[src/rtl/atu_pkg.sv]
package atu_pkg;

    localparam logic [11:0] OFF_VIEW   = 12'h900;
    localparam logic [11:0] OFF_KIND   = 12'h904;
    localparam logic [11:0] OFF_ENA    = 12'h908;
    localparam logic [11:0] OFF_BASE_L = 12'h90C;
    localparam logic [11:0] OFF_BASE_H = 12'h910;
    localparam logic [11:0] OFF_LIMIT  = 12'h914;
    localparam logic [11:0] OFF_TGT_L  = 12'h918;
    localparam logic [11:0] OFF_TGT_H  = 12'h91C;

    typedef enum logic [2:0] {
        XK_MEM  = 3'd0,
        XK_IO   = 3'd2,
        XK_CFG0 = 3'd4,
        XK_CFG1 = 3'd5
    } xlt_kind_e;

    typedef struct packed {
        logic        en;
        logic [2:0]  kind;
        logic [31:0] base_lo;
        logic [31:0] base_hi;
        logic [31:0] limit;
        logic [31:0] tgt_lo;
        logic [31:0] tgt_hi;
    } win_cfg_t;

    typedef struct packed {
        logic [7:0] bus;
        logic [4:0] dev;
        logic [2:0] fn;
    } bdf_t;

    function automatic logic kind_is_cfg(logic [2:0] k);
        return (k == XK_CFG0) || (k == XK_CFG1);
    endfunction

    function automatic logic addr_in_window(win_cfg_t w, logic [63:0] a);
        return w.en && (a[63:32] == w.base_hi) &&
               (a[31:0] >= w.base_lo) && (a[31:0] <= w.limit);
    endfunction

    function automatic logic [63:0] move_addr(win_cfg_t w, logic [63:0] a);
        logic [31:0] off;
        off = a[31:0] - w.base_lo;
        return {w.tgt_hi, w.tgt_lo} + {32'h0, off};
    endfunction

    function automatic bdf_t bdf_of(win_cfg_t w);
        bdf_t b;
        b.bus = w.tgt_lo[31:24];
        b.dev = w.tgt_lo[23:19];
        b.fn  = w.tgt_lo[18:16];
        return b;
    endfunction

endpackage

[src/rtl/atu_regfile.sv]
module atu_regfile
    import atu_pkg::*;
#(
    parameter int NUM_WIN  = 2,
    parameter int VP_IDX_W = 4
) (
    input  logic                       clk,
    input  logic                       rst,
    input  logic                       wr,
    input  logic [11:0]                addr,
    input  logic [31:0]                wdata,
    output logic [31:0]                rdata,
    output win_cfg_t [NUM_WIN-1:0]     cfg
);

    logic                 vp_dir;
    logic [VP_IDX_W-1:0]  vp_idx;
    logic                 sel_ok;
    win_cfg_t             cur;
    win_cfg_t [NUM_WIN-1:0] cfg_q;

    assign sel_ok = !vp_dir && (int'(vp_idx) < NUM_WIN);
    assign cfg    = cfg_q;

    always_ff @(posedge clk) begin
        if (rst) begin
            vp_dir <= 1'b0;
            vp_idx <= '0;
        end else if (wr && addr == OFF_VIEW) begin
            vp_dir <= wdata[31];
            vp_idx <= wdata[VP_IDX_W-1:0];
        end
    end

    for (genvar g = 0; g < NUM_WIN; g++) begin : g_win
        always_ff @(posedge clk) begin
            if (rst) begin
                cfg_q[g] <= '0;
            end else if (wr && sel_ok && vp_idx == VP_IDX_W'(g)) begin
                case (addr)
                    OFF_KIND:   cfg_q[g].kind    <= wdata[2:0];
                    OFF_ENA:    cfg_q[g].en      <= wdata[31];
                    OFF_BASE_L: cfg_q[g].base_lo <= wdata;
                    OFF_BASE_H: cfg_q[g].base_hi <= wdata;
                    OFF_LIMIT:  cfg_q[g].limit   <= wdata;
                    OFF_TGT_L:  cfg_q[g].tgt_lo  <= wdata;
                    OFF_TGT_H:  cfg_q[g].tgt_hi  <= wdata;
                    default:    ;
                endcase
            end
        end
    end

    always_comb begin
        cur = '0;
        for (int i = 0; i < NUM_WIN; i++) begin
            if (sel_ok && vp_idx == VP_IDX_W'(i)) cur = cfg_q[i];
        end
    end

    always_comb begin
        rdata = '0;
        case (addr)
            OFF_VIEW:   rdata = {vp_dir, 31'h0} | 32'(vp_idx);
            OFF_KIND:   rdata = {29'h0, cur.kind};
            OFF_ENA:    rdata = {cur.en, 31'h0};
            OFF_BASE_L: rdata = cur.base_lo;
            OFF_BASE_H: rdata = cur.base_hi;
            OFF_LIMIT:  rdata = cur.limit;
            OFF_TGT_L:  rdata = cur.tgt_lo;
            OFF_TGT_H:  rdata = cur.tgt_hi;
            default:    rdata = '0;
        endcase
    end


    ignored_write_chk: assert property (@(posedge clk) disable iff (rst)
        (wr && !sel_ok && addr != OFF_VIEW) |=> $stable(cfg_q));


    enable_visible_chk: assert property (@(posedge clk) disable iff (rst)
        (wr && sel_ok && addr == OFF_ENA) |=> (cur.en == $past(wdata[31])));

endmodule

[src/rtl/atu_match.sv]
module atu_match
    import atu_pkg::*;
#(
    parameter int NUM_WIN = 2
) (
    input  logic [63:0]               addr,
    input  win_cfg_t [NUM_WIN-1:0]    cfg,
    output logic [NUM_WIN-1:0]        match_vec,
    output logic [NUM_WIN-1:0][63:0]  moved,
    output logic [NUM_WIN-1:0][2:0]   kind,
    output bdf_t [NUM_WIN-1:0]        bdf
);

    for (genvar g = 0; g < NUM_WIN; g++) begin : g_cmp
        assign match_vec[g] = addr_in_window(cfg[g], addr);
        assign moved[g]     = move_addr(cfg[g], addr);
        assign kind[g]      = cfg[g].kind;
        assign bdf[g]       = kind_is_cfg(cfg[g].kind) ? bdf_of(cfg[g]) : '0;
    end

endmodule

[src/rtl/atu_select.sv]
module atu_select
    import atu_pkg::*;
#(
    parameter int NUM_WIN = 2,
    localparam int RIDX_W = (NUM_WIN > 1) ? $clog2(NUM_WIN) : 1
) (
    input  logic                      clk,
    input  logic                      rst,
    input  logic [63:0]               addr,
    input  logic [NUM_WIN-1:0]        match_vec,
    input  logic [NUM_WIN-1:0][63:0]  moved,
    input  logic [NUM_WIN-1:0][2:0]   kind,
    input  bdf_t [NUM_WIN-1:0]        bdf,
    output logic [63:0]               out_addr,
    output logic                      out_hit,
    output logic [2:0]                out_kind,
    output logic [RIDX_W-1:0]         out_region,
    output bdf_t                      out_bdf
);

    logic [RIDX_W-1:0] pick;
    logic              any;

    always_comb begin
        pick = '0;
        any  = 1'b0;
        for (int i = NUM_WIN - 1; i >= 0; i--) begin
            if (match_vec[i]) begin
                pick = RIDX_W'(i);
                any  = 1'b1;
            end
        end
    end

    always_ff @(posedge clk) begin
        if (rst) begin
            out_addr   <= '0;
            out_hit    <= 1'b0;
            out_kind   <= '0;
            out_region <= '0;
            out_bdf    <= '0;
        end else if (any) begin
            out_addr   <= moved[pick];
            out_hit    <= 1'b1;
            out_kind   <= kind[pick];
            out_region <= pick;
            out_bdf    <= bdf[pick];
        end else begin
            out_addr   <= addr;
            out_hit    <= 1'b0;
            out_kind   <= '0;
            out_region <= '0;
            out_bdf    <= '0;
        end
    end


    hit_follows_match_chk: assert property (@(posedge clk) disable iff (rst)
        (|match_vec) |=> out_hit);


    miss_passthru_chk: assert property (@(posedge clk) disable iff (rst)
        !(|match_vec) |=> (!out_hit && out_addr == $past(addr) && out_bdf == '0));


    lowest_wins_chk: assert property (@(posedge clk) disable iff (rst)
        (|match_vec) |=> ((($past(match_vec) >> out_region) & NUM_WIN'(1)) == NUM_WIN'(1) &&
                          ($past(match_vec) & ((NUM_WIN'(1) << out_region) - NUM_WIN'(1))) == '0));

endmodule

[src/rtl/atu_outbound_xlate.sv]
module atu_outbound_xlate
    import atu_pkg::*;
#(
    parameter int NUM_WIN  = 2,
    parameter int VP_IDX_W = 4,
    localparam int RIDX_W  = (NUM_WIN > 1) ? $clog2(NUM_WIN) : 1
) (
    input  logic              clk,
    input  logic              rst,
    input  logic              cfg_wr,
    input  logic [11:0]       cfg_addr,
    input  logic [31:0]       cfg_wdata,
    output logic [31:0]       cfg_rdata,
    input  logic [63:0]       xl_addr_in,
    output logic [63:0]       xl_addr_out,
    output logic              xl_hit,
    output logic [2:0]        xl_type,
    output logic [RIDX_W-1:0] xl_region,
    output logic [7:0]        xl_bus,
    output logic [4:0]        xl_dev,
    output logic [2:0]        xl_fn
);

    win_cfg_t [NUM_WIN-1:0]    win_cfg;
    logic [NUM_WIN-1:0]        match_vec;
    logic [NUM_WIN-1:0][63:0]  moved;
    logic [NUM_WIN-1:0][2:0]   kind;
    bdf_t [NUM_WIN-1:0]        bdf;
    bdf_t                      out_bdf;

    atu_regfile #(.NUM_WIN(NUM_WIN), .VP_IDX_W(VP_IDX_W)) u_regs (
        .clk   (clk),
        .rst   (rst),
        .wr    (cfg_wr),
        .addr  (cfg_addr),
        .wdata (cfg_wdata),
        .rdata (cfg_rdata),
        .cfg   (win_cfg)
    );

    atu_match #(.NUM_WIN(NUM_WIN)) u_match (
        .addr      (xl_addr_in),
        .cfg       (win_cfg),
        .match_vec (match_vec),
        .moved     (moved),
        .kind      (kind),
        .bdf       (bdf)
    );

    atu_select #(.NUM_WIN(NUM_WIN)) u_sel (
        .clk        (clk),
        .rst        (rst),
        .addr       (xl_addr_in),
        .match_vec  (match_vec),
        .moved      (moved),
        .kind       (kind),
        .bdf        (bdf),
        .out_addr   (xl_addr_out),
        .out_hit    (xl_hit),
        .out_kind   (xl_type),
        .out_region (xl_region),
        .out_bdf    (out_bdf)
    );

    assign xl_bus = out_bdf.bus;
    assign xl_dev = out_bdf.dev;
    assign xl_fn  = out_bdf.fn;

endmodule

[config.mk]
export PLATFORM = sky130hd
export DESIGN_NAME = atu_outbound_xlate
export DESIGN_NICKNAME = d
export VERILOG_FILES = /design/src/rtl/atu_pkg.sv /design/src/rtl/atu_regfile.sv /design/src/rtl/atu_match.sv /design/src/rtl/atu_select.sv /design/src/rtl/atu_outbound_xlate.sv
export SDC_FILE = /design/constraint.sdc
export NUM_CORES = 2
export LEC_CHECK = 0
export BUFFER_PORTS_ARGS = -buffer_cell sky130_fd_sc_hd__buf_4
export CAP_MARGIN = 0
export CELL_PAD_IN_SITES_DETAIL_PLACEMENT = 2
export CELL_PAD_IN_SITES_GLOBAL_PLACEMENT = 2
export CORE_UTILIZATION = 32
export CTS_CLUSTER_DIAMETER = 50
export DETAILED_ROUTE_END_ITERATION = 7
export HOLD_SLACK_MARGIN = 0.15
export PLACE_DENSITY_LB_ADDON = 0.2
export SYNTH_ARGS = -nofsm -noshare
export SYNTH_HDL_FRONTEND = slang
export SYNTH_SLANG_ARGS = --single-unit
[constraint.sdc]
create_clock -name clk -period 4.7 [get_ports clk]
set_input_delay 0.235 -clock clk [delete_from_list [all_inputs] [get_ports clk]]
set_output_delay 0.235 -clock clk [all_outputs]
set_load 0.1 [all_outputs]
==> key figures <==
Run status
  • Status: finished with violations
  • Violated checks: setup timing

CTS
  • CTS tree: done
  • Clock Latency Late Sink: between 0.6 and 0.7 ns
  • Sink Count: 418
  • Clock Tree Root: clkbuf_16
  • CTS buffer count: 77
  • Clock slew at reported path FFs: 0.06 ns
  • H-tree Lvls: 3
  • Buffer depth of the longest clock path: 3

Setup path
  • Crit path arrival time: slightly below 6 ns
  • Max FO, Critical Path: 5
  • Slowest CP cell: nor3b_1
  • Slowest stage delay, CP: 0.41 ns
  • Most used cell along the critical path: buf_4
  • Setup crit end kind: flip-flop
  • WP data required: 5.21 ns
  • CP startpoint kind: flip-flop
  • Crit path kind: reg2reg

Yosys
  • Main synth FF type: dfxtp_1
  • Synth cell count leaders: 799 x nand2_1, 547 x a21oi_1, 418 x dfxtp_1
  • Leading post-synthesis cells by cell area: dfxtp_1 30%, nand2_1 11%, a21oi_1 9.8%, ha_1 8.9%, xnor2_1 4.8%
  • Post-synth top area share: ~30%
  • Syn Area/Cell: 7.34 um2
  • Post-synthesis async set-or-reset flop share: 0%
  • Count of flip-flops with a built-in enable after synthesis: 0
  • Cells after Synth: 3,785
  • Mapped cell area: 27,800 um2
  • Cell with the most instances after synthesis: nand2_1
  • Syn nets: 4,098
  • YS warnings: 0
  • Yosys top cell by area: dfxtp_1
  • Synth Register Bits: 418
  • Yosys cell types: approximately 90
  • Fraction of the yosys area taken by sequential cells: 30.1%

Worst hold path
  • Hold/Removal Path Class: in2reg

Power
  • Clock Power Share: 52.3%
  • Tot Pwr: 11.7 mW
  • Cell Int Power: 8.16 mW
  • Power Dens Cells: 299 nW/um2
  • Sw Share: a little under a third
  • Lkg Pwr: 14.8 nW
  • Gate power share: about 17%
  • Part of the power in registers: 30.6%
  • VDD IR max: roughly 240 uV
  • Net Switching: 3.57 mW

Timing
  • Relative max-transition margin: 15.1%
  • Unrepaired setup endpoints after global routing: yes
  • Final Hold Viols: 0
  • Slew @ Worst Pin: about 1.3 ns
  • Endpoints failing setup: 47
  • Fin. max-slew vios: 0
  • Final Critical Period: 5.42 ns
  • Setup TNS: -24.87 ns
  • Fin crit share: 115%
  • Clock skew: 0.0210 ns
  • Max frequency: 0.185 GHz
  • Final WS setup: -0.717 ns

Global routing
  • Initial antenna violation count: 6
  • Pin count of the biggest net entering global routing: 78
  • First-pass GRT wire length: 249,000 um
  • Vias in the first global route: between 30,000 and 40,000
  • GRT overflow: 0
  • Total track usage: 37.8%

Finish
  • Multi-input logic area: 19,300 um2
  • Fill count: 9,488
  • Final #Nets: about 4,800
  • Layout cells sized above 1: 25.6%
  • P&R area growth vs syn: 41.2%
  • Seq. cell area: approximately 8400 um2

Placed design
  • Port Buffers: 227
  • GPL Wtd Cong: 0.955
  • Post-DP HPWL: 120,000 um

Drt
  • DRT iter0 DRCs: 3,115
  • Initial DRT Pass Iterations: 5
  • Via/cell ratio: 6.19
  • DRC violations left: 0
  • Vias: roughly 35,000
  • DR WL/cell: 32.9 um
  • ANT nets after route: 0
  • Routed wire length: between 150,000 and 200,000 um

Die
  • Core box area: 85,500 um2
  • Die footprint: 88,100 um2
  • IO Count: 228
  • Core Rows: 107
  • Initial Util: 32.5%
  • Die Span Y: a little under 300 um
  • Die width: 297 um

Job
  • Max-cap check violation count: 0
## final cells by class
class / count / area share, %
multi-input combinational: 2948 / 49.2
sequential: 418 / 21.4
timing repair buffer: 826 / 17.1
clock buffer: 92 / 5.42
tap: 1144 / 3.65
inverter: 178 / 1.72
clock inverter: 49 / 1.59
antenna: 3 / 0.0191
## power groups by stage
stage,registers [mW],clock network (mW),logic [mW]
global placement,3.67,0,1.58
floorplan,3.87,0,0.660
finish,3.59,6.14,2.00
global route,3.59,6.33,2.05
CTS,3.59,6.13,1.77
detailed placement,3.67,0,1.61
## path summary, 6_finish.rpt
path,from,end,slack (ns),cells after the start
max,u_regs.cfg[138],u_sel.out_addr[46],-0.72,28
min,xl_addr_in[5],u_sel.out_addr[5],0.18,4
max reg2reg,u_regs.cfg[138],u_sel.out_addr[46],-0.72,28
min reg2reg,u_regs.cfg[323],u_regs.cfg[323],0.46,2
## layout by cell type (no fill, tap or decap), types with 80 or more instances in the layout
cell and n:
dfxtp_1 406, ha_1 176, nand3_1 104, nand2_1 791
nor2_1 135, buf_4 702, clkbuf_16 80, a21oi_1 502
a22oi_1 137, xnor2_1 136, inv_1 165, dlygate4sd3_1 86
## cell families after synthesis
family | Yosys count | synth area share, %
flops | 418 | 30.1
simple gates | 1321 | 20.9
mux | 19 | 0.684
buf+inv | 419 | 5.82
xor+xnor | 233 | 7.34
compound gates | 1173 | 26.0
fa+ha+maj | 202 | 9.20
## flip-flops by register name (all words and copies together), names as in the netlist
| name | cells |
|---|---|
| u_sel.out_kind | 3 |
| u_sel.out_addr | 64 |
| u_regs.vp_idx | 4 |
| u_regs.vp_dir | 1 |
| u_sel.out_bdf | 16 |
| u_sel.out_hit | 1 |
| u_regs.cfg | 328 |
| u_sel.out_region | 1 |
## worst max-delay path: cells and delay by family, from the launching register on
family          cells  cell delay, ns
compound gates     10            1.20
fa+ha+maj           2            0.73
simple gates        7            1.63
buf+inv             7            1.03
flops               1            0.35
xor+xnor            2            0.35
## layer usage
layer  part of all wire, %  GRT usage [%]  routed length [um]
met5                 0.015              0                  28
met4                   6.8           18.5               12700
met3                   8.0           5.93               14900
met1                    39           47.7               73300
met2                    46           62.5               85100
## through the flow
step                hold WS (ns)  setup WS (ns)  area [um2]  cells  util [%]
floorplan                  0.360        0.00420       27800   3785         -
global placement           0.442         -0.660       33600   5365      39.3
detailed placement         0.451         -0.872       33600   5365      39.3
CTS                        0.158         -0.275       38400   5630      44.9
global route               0.197         -0.841       39300   5656      45.9
finish                     0.181         -0.717       39300   5658      45.9
## timing repair
| item | CTS | global route |
|---|---|---|
| pin swaps | 132 | 108 |
| buffers inserted | 41 | 29 |
| setup endpoints to repair | 48 | 49 |
| gates cloned | 2 | 0 |
| endpoints found under the hold margin | 384 | 0 |
| resized for setup | 219 | 132 |
| hold buffers | 86 | 0 |
Note: power is estimated with default switching activity, not from simulation.
